### src/rtl/exu_pkg.sv
// Package: shared codes for the execution unit.
// Assumes: codes are decoded by a sequencer that drives the unit's select ports.
package exu_pkg;
    typedef enum logic [3:0] {
        ALU_PASSA = 4'd0,
        ALU_ADD   = 4'd1,
        ALU_SUB   = 4'd2,
        ALU_BSUBA = 4'd3,
        ALU_AND   = 4'd4,
        ALU_OR    = 4'd5,
        ALU_XOR   = 4'd6,
        ALU_ZERO  = 4'd7,
        ALU_ONES  = 4'd8
    } alu_fn_e;

    typedef enum logic [2:0] {
        SH_PASS = 3'd0,
        SH_ASR  = 3'd1,
        SH_LSR  = 3'd2,
        SH_LSL  = 3'd3,
        SH_RLC  = 3'd4
    } sh_fn_e;

    typedef enum logic [1:0] {
        CIN_AMSB = 2'd0,
        CIN_FLAG = 2'd1,
        CIN_ZERO = 2'd2,
        CIN_ONE  = 2'd3
    } cin_sel_e;

    typedef enum logic [1:0] {
        BUS_SHIFT = 2'd0,
        BUS_ALU   = 2'd1,
        BUS_PC    = 2'd2,
        BUS_MBR   = 2'd3
    } bus_sel_e;
endpackage

### src/rtl/exu_alu.sv
// Module: exu_alu
// Combinational arithmetic and logic function generator.
// Assumes: cin is already selected by the caller; carry output is the adder
// carry-out for arithmetic codes and 0 for every other code.
module exu_alu
    import exu_pkg::*;
#(
    parameter int W = 8
) (
    input  logic [W-1:0] a,
    input  logic [W-1:0] b,
    input  logic [3:0]   fn,
    input  logic         cin,
    output logic [W-1:0] res,
    output logic         cout
);
    localparam int SW = W + 1;

    logic [SW-1:0] sum_ab;
    logic [SW-1:0] sum_anb;
    logic [SW-1:0] sum_bna;
    logic [SW-1:0] cin_ext;

    // Purpose: form the three adder variants in parallel.
    always_comb begin
        cin_ext = {{W{1'b0}}, cin};
        sum_ab  = {1'b0, a} + {1'b0, b} + cin_ext;
        sum_anb = {1'b0, a} + {1'b0, ~b} + cin_ext;
        sum_bna = {1'b0, b} + {1'b0, ~a} + cin_ext;
    end

    // Purpose: pick the function result and its carry.
    always_comb begin
        res  = '0;
        cout = 1'b0;
        case (alu_fn_e'(fn))
            ALU_PASSA: res = a;
            ALU_ADD:   {cout, res} = sum_ab;
            ALU_SUB:   {cout, res} = sum_anb;
            ALU_BSUBA: {cout, res} = sum_bna;
            ALU_AND:   res = a & b;
            ALU_OR:    res = a | b;
            ALU_XOR:   res = a ^ b;
            ALU_ZERO:  res = '0;
            ALU_ONES:  res = '1;
            default:   res = '0;
        endcase
    end
endmodule

### src/rtl/exu_shifter.sv
// Module: exu_shifter
// Combinational one-place shifter/rotator on operand A.
// Assumes: cflag is the stored carry; unused codes behave as pass-through.
module exu_shifter
    import exu_pkg::*;
#(
    parameter int W = 8
) (
    input  logic [W-1:0] a,
    input  logic [2:0]   fn,
    input  logic         cflag,
    output logic [W-1:0] res,
    output logic         cout
);
    // Purpose: produce the shifted word and the bit moved into carry.
    always_comb begin
        res  = a;
        cout = cflag;
        case (sh_fn_e'(fn))
            SH_ASR: begin res = {a[W-1], a[W-1:1]}; cout = a[0];   end
            SH_LSR: begin res = {1'b0,   a[W-1:1]}; cout = a[0];   end
            SH_LSL: begin res = {a[W-2:0], 1'b0};   cout = a[W-1]; end
            SH_RLC: begin res = {a[W-2:0], cflag};  cout = a[W-1]; end
            default: begin res = a; cout = cflag; end
        endcase
    end
endmodule

### src/rtl/exu_flags.sv
// Module: exu_flags
// Carry and negative flag register with load strobe.
// Assumes: synchronous active-low reset clears both flags.
module exu_flags (
    input  logic clk,
    input  logic rst_n,
    input  logic we,
    input  logic c_d,
    input  logic n_d,
    output logic c_q,
    output logic n_q
);
    // Purpose: latch flags on strobe, hold otherwise.
    always_ff @(posedge clk) begin
        if (!rst_n) begin
            c_q <= 1'b0;
            n_q <= 1'b0;
        end else if (we) begin
            c_q <= c_d;
            n_q <= n_d;
        end
    end
endmodule

### src/rtl/exu_core.sv
// Module: exu_core (top)
// Execution unit: carry-in selector, ALU, shifter, bus selector, flags.
// Assumes: all selects are held stable around the flag-latch edge.
module exu_core
    import exu_pkg::*;
#(
    parameter int W = 8
) (
    input  logic         clk,
    input  logic         rst_n,
    input  logic [W-1:0] a_in,
    input  logic [W-1:0] b_in,
    input  logic [3:0]   alu_fn,
    input  logic [2:0]   sh_fn,
    input  logic [1:0]   cin_sel,
    input  logic [1:0]   bus_sel,
    input  logic [W-1:0] pc_in,
    input  logic [W-1:0] mbr_in,
    input  logic         flag_we,
    output logic [W-1:0] bus_out,
    output logic         carry_q,
    output logic         neg_q
);
    localparam int MSB = W - 1;

    logic         cin;
    logic [W-1:0] alu_res;
    logic         alu_c;
    logic [W-1:0] sh_res;
    logic         sh_c;
    logic         flag_c_d;
    logic         flag_n_d;

    // Purpose: choose the adder carry-in.
    always_comb begin
        case (cin_sel_e'(cin_sel))
            CIN_AMSB: cin = a_in[MSB];
            CIN_FLAG: cin = carry_q;
            CIN_ZERO: cin = 1'b0;
            default:  cin = 1'b1;
        endcase
    end

    exu_alu #(.W(W)) u_alu (
        .a    (a_in),
        .b    (b_in),
        .fn   (alu_fn),
        .cin  (cin),
        .res  (alu_res),
        .cout (alu_c)
    );

    exu_shifter #(.W(W)) u_sh (
        .a     (a_in),
        .fn    (sh_fn),
        .cflag (carry_q),
        .res   (sh_res),
        .cout  (sh_c)
    );

    // Purpose: drive the bus from the selected source.
    always_comb begin
        case (bus_sel_e'(bus_sel))
            BUS_SHIFT: bus_out = sh_res;
            BUS_ALU:   bus_out = alu_res;
            BUS_PC:    bus_out = pc_in;
            default:   bus_out = mbr_in;
        endcase
    end

    // Purpose: take flags from the shifter on shifter-bus cycles, else the ALU.
    always_comb begin
        if (bus_sel_e'(bus_sel) == BUS_SHIFT) begin
            flag_c_d = sh_c;
            flag_n_d = sh_res[MSB];
        end else begin
            flag_c_d = alu_c;
            flag_n_d = alu_res[MSB];
        end
    end

    exu_flags u_flags (
        .clk   (clk),
        .rst_n (rst_n),
        .we    (flag_we),
        .c_d   (flag_c_d),
        .n_d   (flag_n_d),
        .c_q   (carry_q),
        .n_q   (neg_q)
    );
endmodule

### config.mk
export PLATFORM = sky130hd
export DESIGN_NAME = exu_core
export DESIGN_NICKNAME = d
export VERILOG_FILES = /design/src/rtl/exu_pkg.sv /design/src/rtl/exu_alu.sv /design/src/rtl/exu_shifter.sv /design/src/rtl/exu_flags.sv /design/src/rtl/exu_core.sv
export SDC_FILE = /design/constraint.sdc
export NUM_CORES = 1
export LEC_CHECK = 0
export ABC_AREA = 0
export BUFFER_PORTS_ARGS = -buffer_cell sky130_fd_sc_hd__buf_4
export CAP_MARGIN = 25
export CORE_MARGIN = 2
export CORE_UTILIZATION = 35
export DETAILED_ROUTE_END_ITERATION = 12
export SLEW_MARGIN = 20
export SYNTH_ARGS = -nofsm -noshare
export SYNTH_HDL_FRONTEND = slang
export SYNTH_SLANG_ARGS = --single-unit
### constraint.sdc
create_clock -name clk -period 4.2 [get_ports clk]
set_input_delay 0.84 -clock clk [delete_from_list [all_inputs] [get_ports clk]]
set_output_delay 0.84 -clock clk [all_outputs]
set_load 0.01 [all_outputs]
# Yosys cells after proc, flatten, opt, wreduce, memory -nomap -nowiden
# Cells that the tools add are included.
# Widths: inputs -> output; s select.
dict set report totals {
  reg_bits 2
  latch_bits 0
  ramBits 0
  rom_bits 0
  in_bits 46
  out_inout_bits 10
  wordCells 43
  mem_count 0
}
dict set report classes {
  add_sub_neg 6
  mul 0
  n_div 0
  magnitude_cmp 0
  n_eq_ne 16
  shifts 0
  n_mux 8
  bitwise 5
  reduce_logical 6
}
# op count
set op_table {}
lappend op_table {{$pmux 8 s8} 1}
lappend op_table {{$pmux 8 s4} 1}
lappend op_table {{$add 8x8->9} 3}
lappend op_table {{$add 9x1->9} 3}
lappend op_table {{$pmux 8 s3} 1}
lappend op_table {{$not 8->8} 2}
lappend op_table {{$eq 4x3->1 const B} 3}
lappend op_table {{$and 8x8->8} 1}
lappend op_table {{$eq 4x2->1 const B} 2}
lappend op_table {{$or 8x8->8} 1}
lappend op_table {{$xor 8x8->8} 1}
lappend op_table {{$eq 3x2->1 const B} 2}
lappend op_table {{$pmux 1 s3} 2}
lappend op_table {{$eq 2x1->1 const B} 2}
lappend op_table {{$eq 2x2->1 const B} 2}
lappend op_table {{$eq 4x1->1 const B} 1}
lappend op_table {{$eq 4x4->1 const B} 1}
lappend op_table {{$logic_not 2->1} 2}
lappend op_table {{$logic_not 4->1} 1}
lappend op_table {{$reduce_or 2->1} 2}
lappend op_table {{$eq 3x1->1 const B} 1}
lappend op_table {{$eq 3x3->1 const B} 1}
lappend op_table {{$ne 3x3->1 const B} 1}
lappend op_table {{$mux 1} 2}
lappend op_table {{2 further kinds} 2}

# Depth between registers and ports, before layout
dict set report depth {
  ltp_word 5
  mapped_depth 12
  mapped_depth_nobuf 12
}

# Cells and area by module
# From an unflattened synthesis, not the netlist that was laid out.
dict set report unflattened {
  cells_unflattened 345
  area_unflattened_um2 2600.0
}
# module n_inst cells_each area_each_um2 seq_area_each_um2
set by_module_without_submodules {}
lappend by_module_without_submodules {exu_alu 1 256 1785.5 0.0}
lappend by_module_without_submodules {exu_shifter 1 67 503.0 0.0}
lappend by_module_without_submodules {exu_core 1 16 239.0 0.0}
lappend by_module_without_submodules {exu_flags 1 6 72.6 40.0}

# Least setup slack after synthesis
# OpenSTA, ideal clock, no wires.
dict set report synth_timing {
  path_type {in2out}
  from {input a_in[7]}
  to {output bus_out[6]}
  t_arrival_ns 3.269
  path_slack_ns 0.091
  cell_stages 11
  path_cell_list {inv_1 -> o31a_1 -> fa_1 -> fa_1 -> o21bai_1 -> a21oi_1 -> and3_1 -> a221oi_2 -> o21ai_1 -> a221o_1 -> a31o_1}
}
dict set report synth_via {
  elab_chain_cells 4
  word_cells_on_any_way 7
  classes_between {add/sub: 3; mux: 4}
}
# item line
set synth_rtl {}
lappend synth_rtl {{from (decl)} exu_core.sv:11} ;# input logic [W-1:0] a_in,
lappend synth_rtl {{$pmux 1 s3} exu_core.sv:36} ;# case (cin_sel_e'(cin_sel))
lappend synth_rtl {{$add 9x1->9, on equally long branches} {exu_alu.sv:29, exu_alu.sv:27, exu_alu.sv:28}}
lappend synth_rtl {{$pmux 8 s8} exu_alu.sv:36} ;# case (alu_fn_e'(fn))
lappend synth_rtl {{$pmux 8 s3 *} exu_core.sv:63} ;# case (bus_sel_e'(bus_sel))
lappend synth_rtl {{to (decl)} exu_core.sv:20} ;# output logic [W-1:0] bus_out,
# Mark *: on every way between the ends. The rest lies on a longest branch, timed or not.

# Worst setup path after layout
dict set report layout_timing {
  from {input cin_sel[0]}
  to {output bus_out[6]}
}
dict set report layout_via {
  elab_chain_cells 5
  word_cells_on_any_way 9
  classes_between {add/sub: 3; eq/ne: 2; mux: 3; reduce/logical: 1}
}
# item line
set layout_rtl {}
lappend layout_rtl {{from (decl)} exu_core.sv:15} ;# input logic [1:0] cin_sel,
lappend layout_rtl {{$eq 2x2->1 (tied with other cells)} exu_core.sv:36}
lappend layout_rtl {{$pmux 1 s3 *} exu_core.sv:36}
lappend layout_rtl {{$add 9x1->9, on equally long branches} {exu_alu.sv:29, exu_alu.sv:27, exu_alu.sv:28}}
lappend layout_rtl {{$pmux 8 s8 *} exu_alu.sv:36}
lappend layout_rtl {{$pmux 8 s3 *} exu_core.sv:63}
# Marked as above.

==> summary.txt <==
====================================================================================
Count of buffers inserted at the top-level ports                                  55
Clock power frac                                                               0.164
Register Area                                                              40.04 µm²
Antenna cell count                                                                 0
Die Footprint                                                               7621 µm²
Part of the Yosys area used for sequential elements                          0.01649
Maximum vdd ir drop                                                       0.06074 mV
Number of buffers created by CTS                                                   3
Final hold violations                                                              0
Synthesized Nets                                                                 437
Insertion delay of the later-clocked pin in the worst-skew pair              0.22 ns
Crit path capture type                                                  primary output
Filler instances                                                                 721
Core Region                                                                 6756 µm²
Final ANT Viol Nets                                                                0
Number of warnings printed during yosys synthesis                                  0
Synthesized flop and latch total                                                   2
Cells after Synth                                                                355
H-Tree Depth                                                                       1
Clock root cell                                                         sky130_fd_sc_hd__clkbuf_8
Standard cell area after detailed placement                                 2947 µm²
Total global routing track utilization                                        0.2339
Flop pwr share                                                                 0.045
Shortest period the worst path allows                                       4.220 ns
Highest fanout seen on the critical path                                           2
Wirelength per Cell                                                         18.41 µm
Number of synthesized flops with an enable pin                                     0
TritonCTS clock tree                                                             yes
Number of I/O pins                                                                56
Worst-Margin Slew                                                          0.7534 ns
Total clock sinks                                                                  2
Internal power                                                             0.2485 mW
Total grt overflow                                                                 0
Final design instance area without fill                                     3060 µm²
Final cell utilization of the core                                            0.4530
Switching fraction of total power                                             0.4829
DRC viols                                                                          0
Vias in the first global route                                                  2713
Delay of the slowest cell on the worst path                                  0.36 ns
Lkg Pwr                                                                     1.314 nW
Power per unit of standard cell area                                    157.0 nW/µm²
Number of cell rows                                                               30
RSZ-0062 raised after global routing                                             yes
Post-detailed-placement half-perimeter wirelength                            7158 µm
Length of the first detailed-routing pass in iterations                            4
Routability cong.                                                             0.9612
First-pass GRT wire length                                                  14040 µm
CTS max path bufs                                                                  2
Worst endpoint required time                                                 3.36 ns
Width of the die                                                            87.30 µm
Family with the most delay on the worst path                            compound AO/OA/AOI/OAI gates
Highest achievable clock rate                                              237.0 MHz
Initial Utilization                                                           0.3594
Multi-input logic area                                                      2207 µm²
Launching element type of the critical path                             primary input
Most frequently used flop master after synthesis                        sky130_fd_sc_hd__dfxtp_1
Layout cell share with drive strength beyond 1                                0.2623
Pin count of the biggest net entering global routing                              38
Arrival time of data at the critical path endpoint                           3.38 ns
Logic gate share of total power                                                0.791
Register clock-pin slew on the reported worst setup and hold paths           0.03 ns
Overall routed net length                                                    8985 µm
Max stage delay cell, worst path                                        sky130_fd_sc_hd__fa_2
Number of buffer and inverter instances along the worst setup path                 2
Cells along the critical path                                           buf_6 > o31a_1 > fa_2 > fa_2 > o21bai_1 > a21oi_1 > and3_1 > a221oi_2 > o21ai_2 > a221o_1 > a31o_1 > buf_6
Worst slew margin relative to its limit                                       0.4939
Violations in the final reports                                         setup timing
Max capacitance violation total                                                    0
Kind of critical path                                                      in -> out
Clock Skew                                                               0.004600 ns
Antenna violations before repair                                                   0
Overall via count from detail_route                                             2915
Final slew viol count                                                              0
Vias/cell                                                                      5.973
Final standard cell count with taps included and fillers excluded                488
Setup-violating endpoint count in the final report                                 1
Net switching power of the design                                          0.2321 mW
Post-synthesis instance area                                                2429 µm²
Layout area overhead                                                          26.02%
Number of library cell types mapped by synthesis                                  65
Worst slack at placement                                                  -0.1968 ns
Worst path setup slack after routing                                     -0.01997 ns
Syn Area/Cell                                                              6.841 µm²
Share of flip-flops with an asynchronous set or reset after synthesis              0
Hold WC Path Type                                                         reg -> reg
Run status                                                              finished with violations
Final worst path period share                                                  1.005
Drt initial violations                                                           243
Overall power consumption                                                  0.4806 mW
Instance count after placement with tap cells included                           484
Count of nets after finishing                                                    492
Chip height                                                                 87.30 µm
====================================================================================
## placed cells by master (no fill, tap or decap), drive strengths merged, types with 8 or more instances in the layout
master and n:
a211oi 13, a21oi 33, buf 73, ha 30, inv 30, mux2i 8
nand2 20, nand2b 10, nor2 31, nor2b 8, nor3 10, o21ai 35
o22ai 12
## metal layers
metal,GRT usage,up-vias,routed length (µm)
met5,0,-,0
met4,0.06154,0,157
met3,0.03223,12,546
met2,0.3726,123,4204
met1,0.3292,1370,4076
li1,-,1410,-
## cell families after synthesis
| family | share of synthesized area |
|---|---|
| DFF | 0.01649 |
| buffers and inverters | 0.09685 |
| and+or+nand+nor | 0.2205 |
| adders and majority gates | 0.2040 |
| AOI/OAI and AO/OA | 0.3947 |
| muxes | 0.04225 |
| xor gates and xnor gates | 0.02525 |
## worst paths after layout
kind / start / endpoint / slack (ns) / depth (start not counted)
worst max-delay path: cin_sel[0] / bus_out[6] / -0.02 / 12
worst min-delay path: u_flags.c_q / u_flags.c_q / 0.53 / 2
worst max register to register: u_flags.c_q / u_flags.c_q / 1.31 / 13
worst min register to register: u_flags.c_q / u_flags.c_q / 0.53 / 2
## flip-flops by register name, summed over array words and instances, names as in the netlist
name / cells
u_flags.c_q: 1
u_flags.n_q: 1
## metrics by stage
step / TNS [ns] / hold WS, ns
after global routing: -0.3648 / 0.5767
after CTS: 0 / 0.5266
after floorplan: 0 / 0.5161
after global placement: -0.3737 / 0.5193
after detailed placement: -0.5972 / 0.5230
final: -0.01997 / 0.5346
## final cells by class
type	count	area share
well taps	80	0.03271
inverters	30	0.03679
clock buffers	3	0.01349
repair buffers	73	0.1827
flip-flops and latches	2	0.01308
multi-input cells	300	0.7212
## synth_stat cells (4+ instances only)
master                     number  area share
sky130_fd_sc_hd__o21ai_0       33       0.068
sky130_fd_sc_hd__a21oi_1       31       0.064
sky130_fd_sc_hd__ha_1          30        0.15
sky130_fd_sc_hd__inv_1         29       0.045
sky130_fd_sc_hd__nor2_1        29       0.045
sky130_fd_sc_hd__nand2_1       20       0.031
sky130_fd_sc_hd__buf_2         14       0.029
sky130_fd_sc_hd__a211oi_1      12       0.037
sky130_fd_sc_hd__o22ai_1       12       0.031
sky130_fd_sc_hd__nand2b_1      10       0.026
sky130_fd_sc_hd__nor3_1         9       0.019
sky130_fd_sc_hd__mux2i_1        8       0.033
sky130_fd_sc_hd__nor2b_1        8       0.021
sky130_fd_sc_hd__o21bai_1       7       0.022
sky130_fd_sc_hd__xnor2_1        7       0.025
sky130_fd_sc_hd__fa_1           6       0.049
sky130_fd_sc_hd__nand3_1        6       0.012
sky130_fd_sc_hd__a221oi_1       4       0.014
sky130_fd_sc_hd__nand3b_1       4       0.012
sky130_fd_sc_hd__o31ai_1        4       0.012
## what timing repair did
item / CTS / global route
gates resized for setup: 12 / 6
hold buffers: 0 / 0
hold endpoints to repair: 0 / 0
pin swaps: 6 / 6
buffers inserted: 0 / 1
setup endpoints to repair: 5 / 5
## worst min-delay path, delay by kind of cell (launching register included)
| kind | cells | cell delay, ns |
|---|---|---|
| AOI/OAI and AO/OA | 1 | 0.07 |
| and+or+nand+nor | 1 | 0.07 |
| DFF | 1 | 0.33 |
## power groups by stage
stage	combinational (mW)	clock [mW]	sequential [mW]
floorplan	0.221	0	0.0221
CTS	0.371	0.0795	0.0216
global placement	0.357	0	0.0217
detailed placement	0.360	0	0.0216
finish	0.380	0.0787	0.0217
global route	0.415	0.0808	0.0216
(Power assumes the default switching activity.)
